### config.mk
export PLATFORM = sky130hd
export DESIGN_NAME = wakeTimer
export DESIGN_NICKNAME = d
export VERILOG_FILES = /design/src/rtl/wakeTimerPkg.sv /design/src/rtl/wakeTimerDatapath.sv /design/src/rtl/wakeTimerCtrl.sv /design/src/rtl/wakeTimer.sv
export SDC_FILE = /design/constraint.sdc
export NUM_CORES = 1
export LEC_CHECK = 0
export BUFFER_PORTS_ARGS = -buffer_cell sky130_fd_sc_hd__buf_2
export CORE_ASPECT_RATIO = 1.4
export CORE_MARGIN = 1.5
export CORE_UTILIZATION = 57
export CTS_CLUSTER_DIAMETER = 50
export CTS_CLUSTER_SIZE = 14
export DETAILED_ROUTE_END_ITERATION = 6
export PLACE_DENSITY = 0.78
export SYNTH_ARGS = -nofsm -noshare
export SYNTH_HDL_FRONTEND = slang
export SYNTH_HIERARCHICAL = 1
export SYNTH_SLANG_ARGS = --single-unit
### constraint.sdc
create_clock -name clk -period 3.9 [get_ports clk]
set_clock_uncertainty 0.15 [all_clocks]
set_input_delay 0.78 -clock clk [delete_from_list [all_inputs] [get_ports clk]]
set_output_delay 0.78 -clock clk [all_outputs]
set_load 0.05 [all_outputs]
### src/rtl/wakeTimerPkg.sv
package wakeTimerPkg;
  localparam int unsigned PRE_W  = 7;
  localparam int unsigned BYTE_W = 8;
  localparam int unsigned ADDR_W = 2;

  localparam logic [ADDR_W-1:0] ADDR_CTRL = 2'd0;
  localparam logic [ADDR_W-1:0] ADDR_HI   = 2'd1;
  localparam logic [ADDR_W-1:0] ADDR_LO   = 2'd2;

  // control register bit positions
  localparam int unsigned BIT_EN   = 0;
  localparam int unsigned BIT_SEL  = 1;
  localparam int unsigned BIT_FLAG = 7;

  typedef struct packed {
    logic clear;
    logic load;
    logic dec;
  } cntStb_t;
endpackage

### src/rtl/wakeTimerDatapath.sv
module wakeTimerDatapath
  import wakeTimerPkg::*;
#(
  parameter int unsigned PreW  = PRE_W,
  parameter int unsigned ByteW = BYTE_W
) (
  input  logic             clk,
  input  logic             rst,
  input  cntStb_t          stb,
  input  logic [ByteW-1:0] reloadHi,
  input  logic [ByteW-1:0] reloadLo,
  output logic             cntZero
);
  localparam int unsigned CntW = PreW + 2 * ByteW;

  logic [CntW-1:0] cnt;
  logic [CntW-1:0] reloadVal;

  assign reloadVal = {reloadHi, reloadLo, {PreW{1'b1}}};

  always_ff @(posedge clk) begin
    if (rst || stb.clear) begin
      cnt <= '0;
    end else if (stb.load) begin
      cnt <= reloadVal;
    end else if (stb.dec) begin
      cnt <= cnt - 1'b1;
    end
  end

  assign cntZero = (cnt == '0);
endmodule

### src/rtl/wakeTimerCtrl.sv
module wakeTimerCtrl
  import wakeTimerPkg::*;
#(
  parameter int unsigned ByteW = BYTE_W,
  parameter int unsigned AddrW = ADDR_W
) (
  input  logic             clk,
  input  logic             rst,
  input  logic             regWrEn,
  input  logic [AddrW-1:0] regAddr,
  input  logic [ByteW-1:0] regWrData,
  output logic [ByteW-1:0] regRdData,
  input  logic             coreTick,
  input  logic             xtalTick,
  input  logic             xtalIsCore,
  input  logic             cntZero,
  output cntStb_t          stb,
  output logic [ByteW-1:0] reloadHi,
  output logic [ByteW-1:0] reloadLo,
  output logic             flag
);
  logic       enable;
  logic [1:0] clkSel;
  logic       ctrlWr;
  logic       enNext;
  logic       useCore;
  logic       selTick;
  logic       underflow;

  assign ctrlWr    = regWrEn && (regAddr == ADDR_CTRL);
  assign enNext    = ctrlWr ? regWrData[BIT_EN] : enable;
  assign useCore   = xtalIsCore || (clkSel == 2'b00);
  assign selTick   = useCore ? coreTick : xtalTick;
  assign underflow = enable && selTick && cntZero;

  always_comb begin
    stb.clear = !enNext;
    stb.load  = enNext && (!enable || underflow);
    stb.dec   = enNext && enable && selTick && !cntZero;
  end

  always_ff @(posedge clk) begin
    if (rst) begin
      enable   <= 1'b0;
      clkSel   <= 2'b00;
      reloadHi <= '0;
      reloadLo <= '0;
    end else if (regWrEn) begin
      case (regAddr)
        ADDR_CTRL: begin
          enable <= regWrData[BIT_EN];
          clkSel <= regWrData[BIT_SEL +: 2];
        end
        ADDR_HI: reloadHi <= regWrData;
        ADDR_LO: reloadLo <= regWrData;
        default: ;
      endcase
    end
  end

  // set has priority over a software clear
  always_ff @(posedge clk) begin
    if (rst) begin
      flag <= 1'b0;
    end else if (underflow) begin
      flag <= 1'b1;
    end else if (ctrlWr && !regWrData[BIT_FLAG]) begin
      flag <= 1'b0;
    end
  end

  always_comb begin
    regRdData = '0;
    case (regAddr)
      ADDR_CTRL: begin
        regRdData[BIT_FLAG]      = flag;
        regRdData[BIT_SEL +: 2]  = clkSel;
        regRdData[BIT_EN]        = enable;
      end
      ADDR_HI: regRdData = reloadHi;
      ADDR_LO: regRdData = reloadLo;
      default: regRdData = '0;
    endcase
  end
endmodule

### src/rtl/wakeTimer.sv
module wakeTimer
  import wakeTimerPkg::*;
(
  input  logic       clk,
  input  logic       rst,
  input  logic       regWrEn,
  input  logic [1:0] regAddr,
  input  logic [7:0] regWrData,
  output logic [7:0] regRdData,
  input  logic       coreTick,
  input  logic       xtalTick,
  input  logic       xtalIsCore,
  input  logic       irqEnable,
  output logic       irq,
  output logic       wakeReq
);
  cntStb_t          stb;
  logic             cntZero;
  logic [BYTE_W-1:0] reloadHi;
  logic [BYTE_W-1:0] reloadLo;
  logic             flag;

  wakeTimerCtrl #(.ByteW(BYTE_W), .AddrW(ADDR_W)) uCtrl (
    .clk(clk), .rst(rst),
    .regWrEn(regWrEn), .regAddr(regAddr), .regWrData(regWrData), .regRdData(regRdData),
    .coreTick(coreTick), .xtalTick(xtalTick), .xtalIsCore(xtalIsCore),
    .cntZero(cntZero), .stb(stb),
    .reloadHi(reloadHi), .reloadLo(reloadLo), .flag(flag)
  );

  wakeTimerDatapath #(.PreW(PRE_W), .ByteW(BYTE_W)) uData (
    .clk(clk), .rst(rst), .stb(stb),
    .reloadHi(reloadHi), .reloadLo(reloadLo), .cntZero(cntZero)
  );

  assign wakeReq = flag;
  assign irq     = flag && irqEnable;
endmodule

# --- Yosys cells after proc, flatten, opt, wreduce, memory -nomap -nowiden ---
# Cells that the tools add are included.
totals:
  ff_bits: 43
  latch_bits: 0
  ram_bits: 0
  romBits: 0
  out_inout_bits: 10
  wordCells: 42
  memories: 0
classes:
  add_sub_neg: 1
  mul: 0
  n_div: 0
  magnitude_cmp: 0
  eq_ne: 2
  shift: 0
  muxes: 9
  n_bitwise: 0
  n_reduce_logical: 24
ops:
  columns: ["operator", "count"]
  rows:
  - ["$mux 23", 2]
  - ["$logic_not 23->1", 1]
  - ["$sub 23x1->23 const B", 1]
  - ["$logic_and 1x1->1", 9]
  - ["$pmux 3 s3", 1]
  - ["$pmux 4 s2", 1]
  - ["$reduce_and 2->1", 3]
  - ["$logic_not 1->1", 4]
  - ["$logic_not 2->1", 2]
  - ["$mux 1", 4]
  - ["$reduce_bool 2->1", 2]
  - ["$logic_or 1x1->1", 3]
  - ["$pmux 1 s3", 1]
  - ["$eq 2x1->1 const B", 1]
  - ["$eq 2x2->1 const B", 1]

# --- Depth between registers and ports, before layout ---
logic_depth:
  word_depth: 8
  depth_mapped: 11

# --- By module ---
# The synthesis kept the hierarchy.
modules_own_cells:
  columns: ["mod", "n_inst", "cells_each", "area_per_inst_um2", "seq_area_each_um2"]
  rows:
  - ["wakeTimerDatapath", 1, 139, 1192.4, 460.4]
  - ["wakeTimerCtrl", 1, 122, 1001.0, 400.4]
  - ["wakeTimer", 1, 1, 6.3, 0.0]

# --- Least setup slack after synthesis ---
# OpenSTA, ideal clock, no wires.
synth_path:
  kind: "input to register"
  startpoint: "input port regAddr[0]"
  endpoint: "register uData.cnt[19]"
  arrival_time_ns: 2.969
  required_ns: 3.676
  slack_ns: 0.707
  cell_stages: 10
  path_buffers: 1
  path_cell_list: "inv_1 ha_1 buf_6 nand2_4 mux2i_4 nor3_2 nor4b_2 nand2_1 or4_1 a31oi_1"
synth_lines:
  columns: ["item", "line_no", "rtl"]
  rows:
  - ["start: declaration", "wakeTimer.sv:7", "input logic [1:0] regAddr,"]
  - ["end signal: assignment", "wakeTimerDatapath.sv:25", "cnt <= reloadVal;"]
  - ["end signal: assignment", "wakeTimerDatapath.sv:27", "cnt <= cnt - 1'b1;"]
  - ["end: declaration", "wakeTimerDatapath.sv:16", "logic [CntW-1:0] cnt;"]

==> metrics.md <==
| Metric | Value |
|---|---|
| CP Class | `in -> reg` |
| Vias post-DR | `2044` |
| TritonCTS Buffers | `5` |
| Distinct cell type count after synthesis | `49` |
| Worst-Skew Late Latency | `0.29 ns` |
| Die X | `55.5 um` |
| Routed vias/inst | `6.21` |
| Yosys top cell by area | `dfxtp_1` |
| Top_reg_cell synth | `dfxtp_1` |
| WP data required | `3.98 ns` |
| Core Area | `3680 um^2` |
| Mapped Area | `2200 um^2` |
| Detail Placement HPWL | `3760 um` |
| Crit-path leading delay family | `simple AND/OR/NAND/NOR gates` |
| Die Span Y | `76.5 um` |
| Share of layout cells above drive strength 1 | `17.8%` |
| Placed inst area | `2360 um^2` |
| EDFF count, synth | `0` |
| Sequential share of the synthesized area | `39.1%` |
| GRT Total Usage | `25.5%` |
| Worst Hold Launch | `uCtrl/reloadLo[4]` |
| Root buf cell | `clkbuf_8` |
| Minimum clock period | `3.15 ns` |
| Max cap viols | `0` |
| Leak | `0.887 nW` |
| Synth Register Bits | `43` |
| FF-to-FF Start | `uData/cnt[7]` |
| Fin cells | `329` |
| Fin area | `2440 um^2` |
| Min-Delay Path Class | `reg -> reg` |
| Peak VDD IR | `334 uV` |
| Gp weighted congestion | `0.850` |
| Initial drt markers | `85` |
| Initial antenna violation count | `0` |
| Synthesized net count | `284` |
| Vias in the first global route | `1828` |
| Clk slew on worst S/H paths | `0.08 ns` |
| CP Cell Sequence | `buf_2 > inv_1 > ha_1 > nand2_4 > mux2i_4 > nor3_2 > nand3b_1 > or2_1 > or4_1 > a31oi_1` |
| Worst R2R Path Depth | `12` |
| Die area | `4250 um^2` |
| TritonRoute pass-1 iters | `5` |
| Synthesis warning total | `6` |
| Post-route antenna net violation count | `0` |
| Initial Util | `59.8%` |
| Overall Power | `0.818 mW` |
| FFs w/ async S/R, synth | `0%` |
| Worst-Margin Slew | `1.04 ns` |
| Max Slew Vio Count | `0` |
| Layout fillers | `340` |
| Worst Setup End Kind | `register` |
| First-pass GRT wire length | `8740 um` |
| Worst Setup SP | `regAddr[1]` |
| TritonCTS Sinks | `43` |
| Final period util | `80.9%` |
| Hold Buf Count CTS | `0` |
| CP max FO | `8` |
| Arrival time worst endpoint | `3.23 ns` |
| Status | `finished clean` |
| Routed WL | `5240 um` |
| Top Ports | `27` |
| Number of post-CTS setup repair buffers | `0` |
| CTS tree | `done` |
| Max-Slew Margin vs Limit | `29.7%` |
| FP Rows | `26` |
| Synth top area share | `39.1%` |
| Nets | `308` |
| Slowest stage delay, CP | `0.50 ns` |
| Max Freq | `0.317 GHz` |
| Mapped Cells | `262` |
| Power Density | `335 nW/um^2` |
| Final Setup Violations | `0` |
| DRC viols | `0` |
| Syn avg cell area | `8.40 um^2` |
| Crit path depth | `10` |
| CP max stage cell | `or4_1` |
| WP buf/inv | `2` |
| Dpl cells | `321` |
| Area contributors post-synth | `dfxtp_1 (39%), a21oi_1 (5.7%), nand2_1 (4.9%)` |
| Area growth syn-to-layout | `10.9%` |
| Clock Path Buffers | `2` |
| N_diodes | `0` |
| Worst hold path depth | `2` |
| Total grt overflow | `0` |
| Setup crit start kind | `primary input` |
| PostCTS Resize Cnt | `0` |
| RSZ-0062 raised after global routing | `no` |
| Largest net degree at the start of global routing | `38` |
| H-tree Lvls | `2` |
| Routed len/inst | `15.9 um` |
| Setup total negative slack | `0 ns` |
| IO buf count | `26` |
| Final hold violation count | `0` |
-- cells by family after synthesis --
logic type / Yosys count / share of synthesized area, %
and+or+nand+nor: 98 / 24.4
AOI/OAI and AO/OA: 80 / 22.8
DFF: 43 / 39.1
buffers and inverters: 23 / 4.83
xor gates and xnor gates: 10 / 3.98
adders and majority gates: 5 / 2.84
muxes: 3 / 1.99
-- cell usage after synthesis, types with 2 or more instances --
master,instances
nor2_1,9
nand2b_1,2
a22oi_1,4
nand4b_1,2
a31oi_1,8
nand2_1,29
inv_1,5
a222oi_1,4
clkbuf_1,7
or3_1,4
buf_2,6
a21oi_1,25
nor4_1,6
or3_2,3
dfxtp_1,43
xnor2_1,4
o31ai_1,5
a21boi_0,4
a311oi_1,3
or4_1,7
nand4_1,2
xor2_1,6
nand3_1,21
o21ai_0,20
o41ai_1,2
nor2b_1,4
ha_1,5
-- report_power, final --
part | switching (mW) | internal [mW] | total, mW
sequential | 0.00856 | 0.447 | 0.456
clock | 0.145 | 0.126 | 0.270
combinational | 0.0595 | 0.0320 | 0.0915
total | 0.213 | 0.605 | 0.818
-- cell usage in the layout, fill, tap and decap left out, types with 2 or more instances in the layout --
cell type,count
a21boi_0,4
a21oi_1,25
a222oi_1,4
a22oi_1,4
a311oi_1,3
a31oi_1,8
buf_2,26
buf_4,8
clkbuf_1,2
clkbuf_8,5
dfxtp_1,43
ha_1,5
inv_1,5
nand2_1,29
nand2b_1,2
nand3_1,21
nand4_1,2
nand4b_1,2
nor2_1,9
nor2b_1,4
nor4_1,6
o21ai_0,20
o31ai_1,5
o41ai_1,2
or3_1,4
or3_2,3
or4_1,7
xnor2_1,4
xor2_1,6
-- layout make-up --
type                            count  area (um^2)  share of cell area, %
Inverter                            6         22.5                  0.923
Clock buffer                        7         76.3                   3.13
Sequential cell                    43          861                   35.3
Timing Repair Buffer               34          190                   7.79
Multi-Input combinational cell    196         1230                   50.5
Tap cell                           42         52.6                   2.15
Clock inverter                      1         5.00                  0.205
-- worst reg2reg max path: cells and delay by family (launching register included) --
family / cells / cell delay (ns)
AND/OR/NAND/NOR: 3 / 0.73
flip-flops: 1 / 0.38
AO/OA/AOI/OAI: 3 / 0.69
buffers and inverters: 6 / 0.96
-- metrics by stage --
step	setup WS [ns]	util (%)	hold slack, ns
floorplan	0.707	-	0.295
global placement	0.570	64.2	0.309
detailed placement	0.481	64.2	0.315
CTS	0.780	66.4	0.328
global route	0.496	66.4	0.342
finish	0.745	66.4	0.327
-- registers in the layout (all words and copies together) (netlist names) --
| signal | cells |
|---|---|
| uCtrl/reloadHi | 8 |
| uData/cnt | 23 |
| uCtrl/flag | 1 |
| uCtrl/clkSel | 2 |
| uCtrl/reloadLo | 8 |
| uCtrl/enable | 1 |
-- path summary, 6_finish.rpt --
path	to	slack, ns
max	uData/cnt[16]	0.75
min	uCtrl/reloadLo[4]	0.33
max reg2reg	uData/cnt[10]	0.89
min reg2reg	uCtrl/reloadLo[4]	0.33
-- metal layers --
layer	share of wire, %	wire length [um]	track usage [%]	vias to the layer above
li1	-	-	-	1022
met4	1.9	100	8.78	0
met2	51	2660	43.2	56
met5	0	0	0	-
met1	43	2250	32.1	954
met3	4.3	227	4.58	12
No activity file was read; power rests on OpenSTA's default activity.
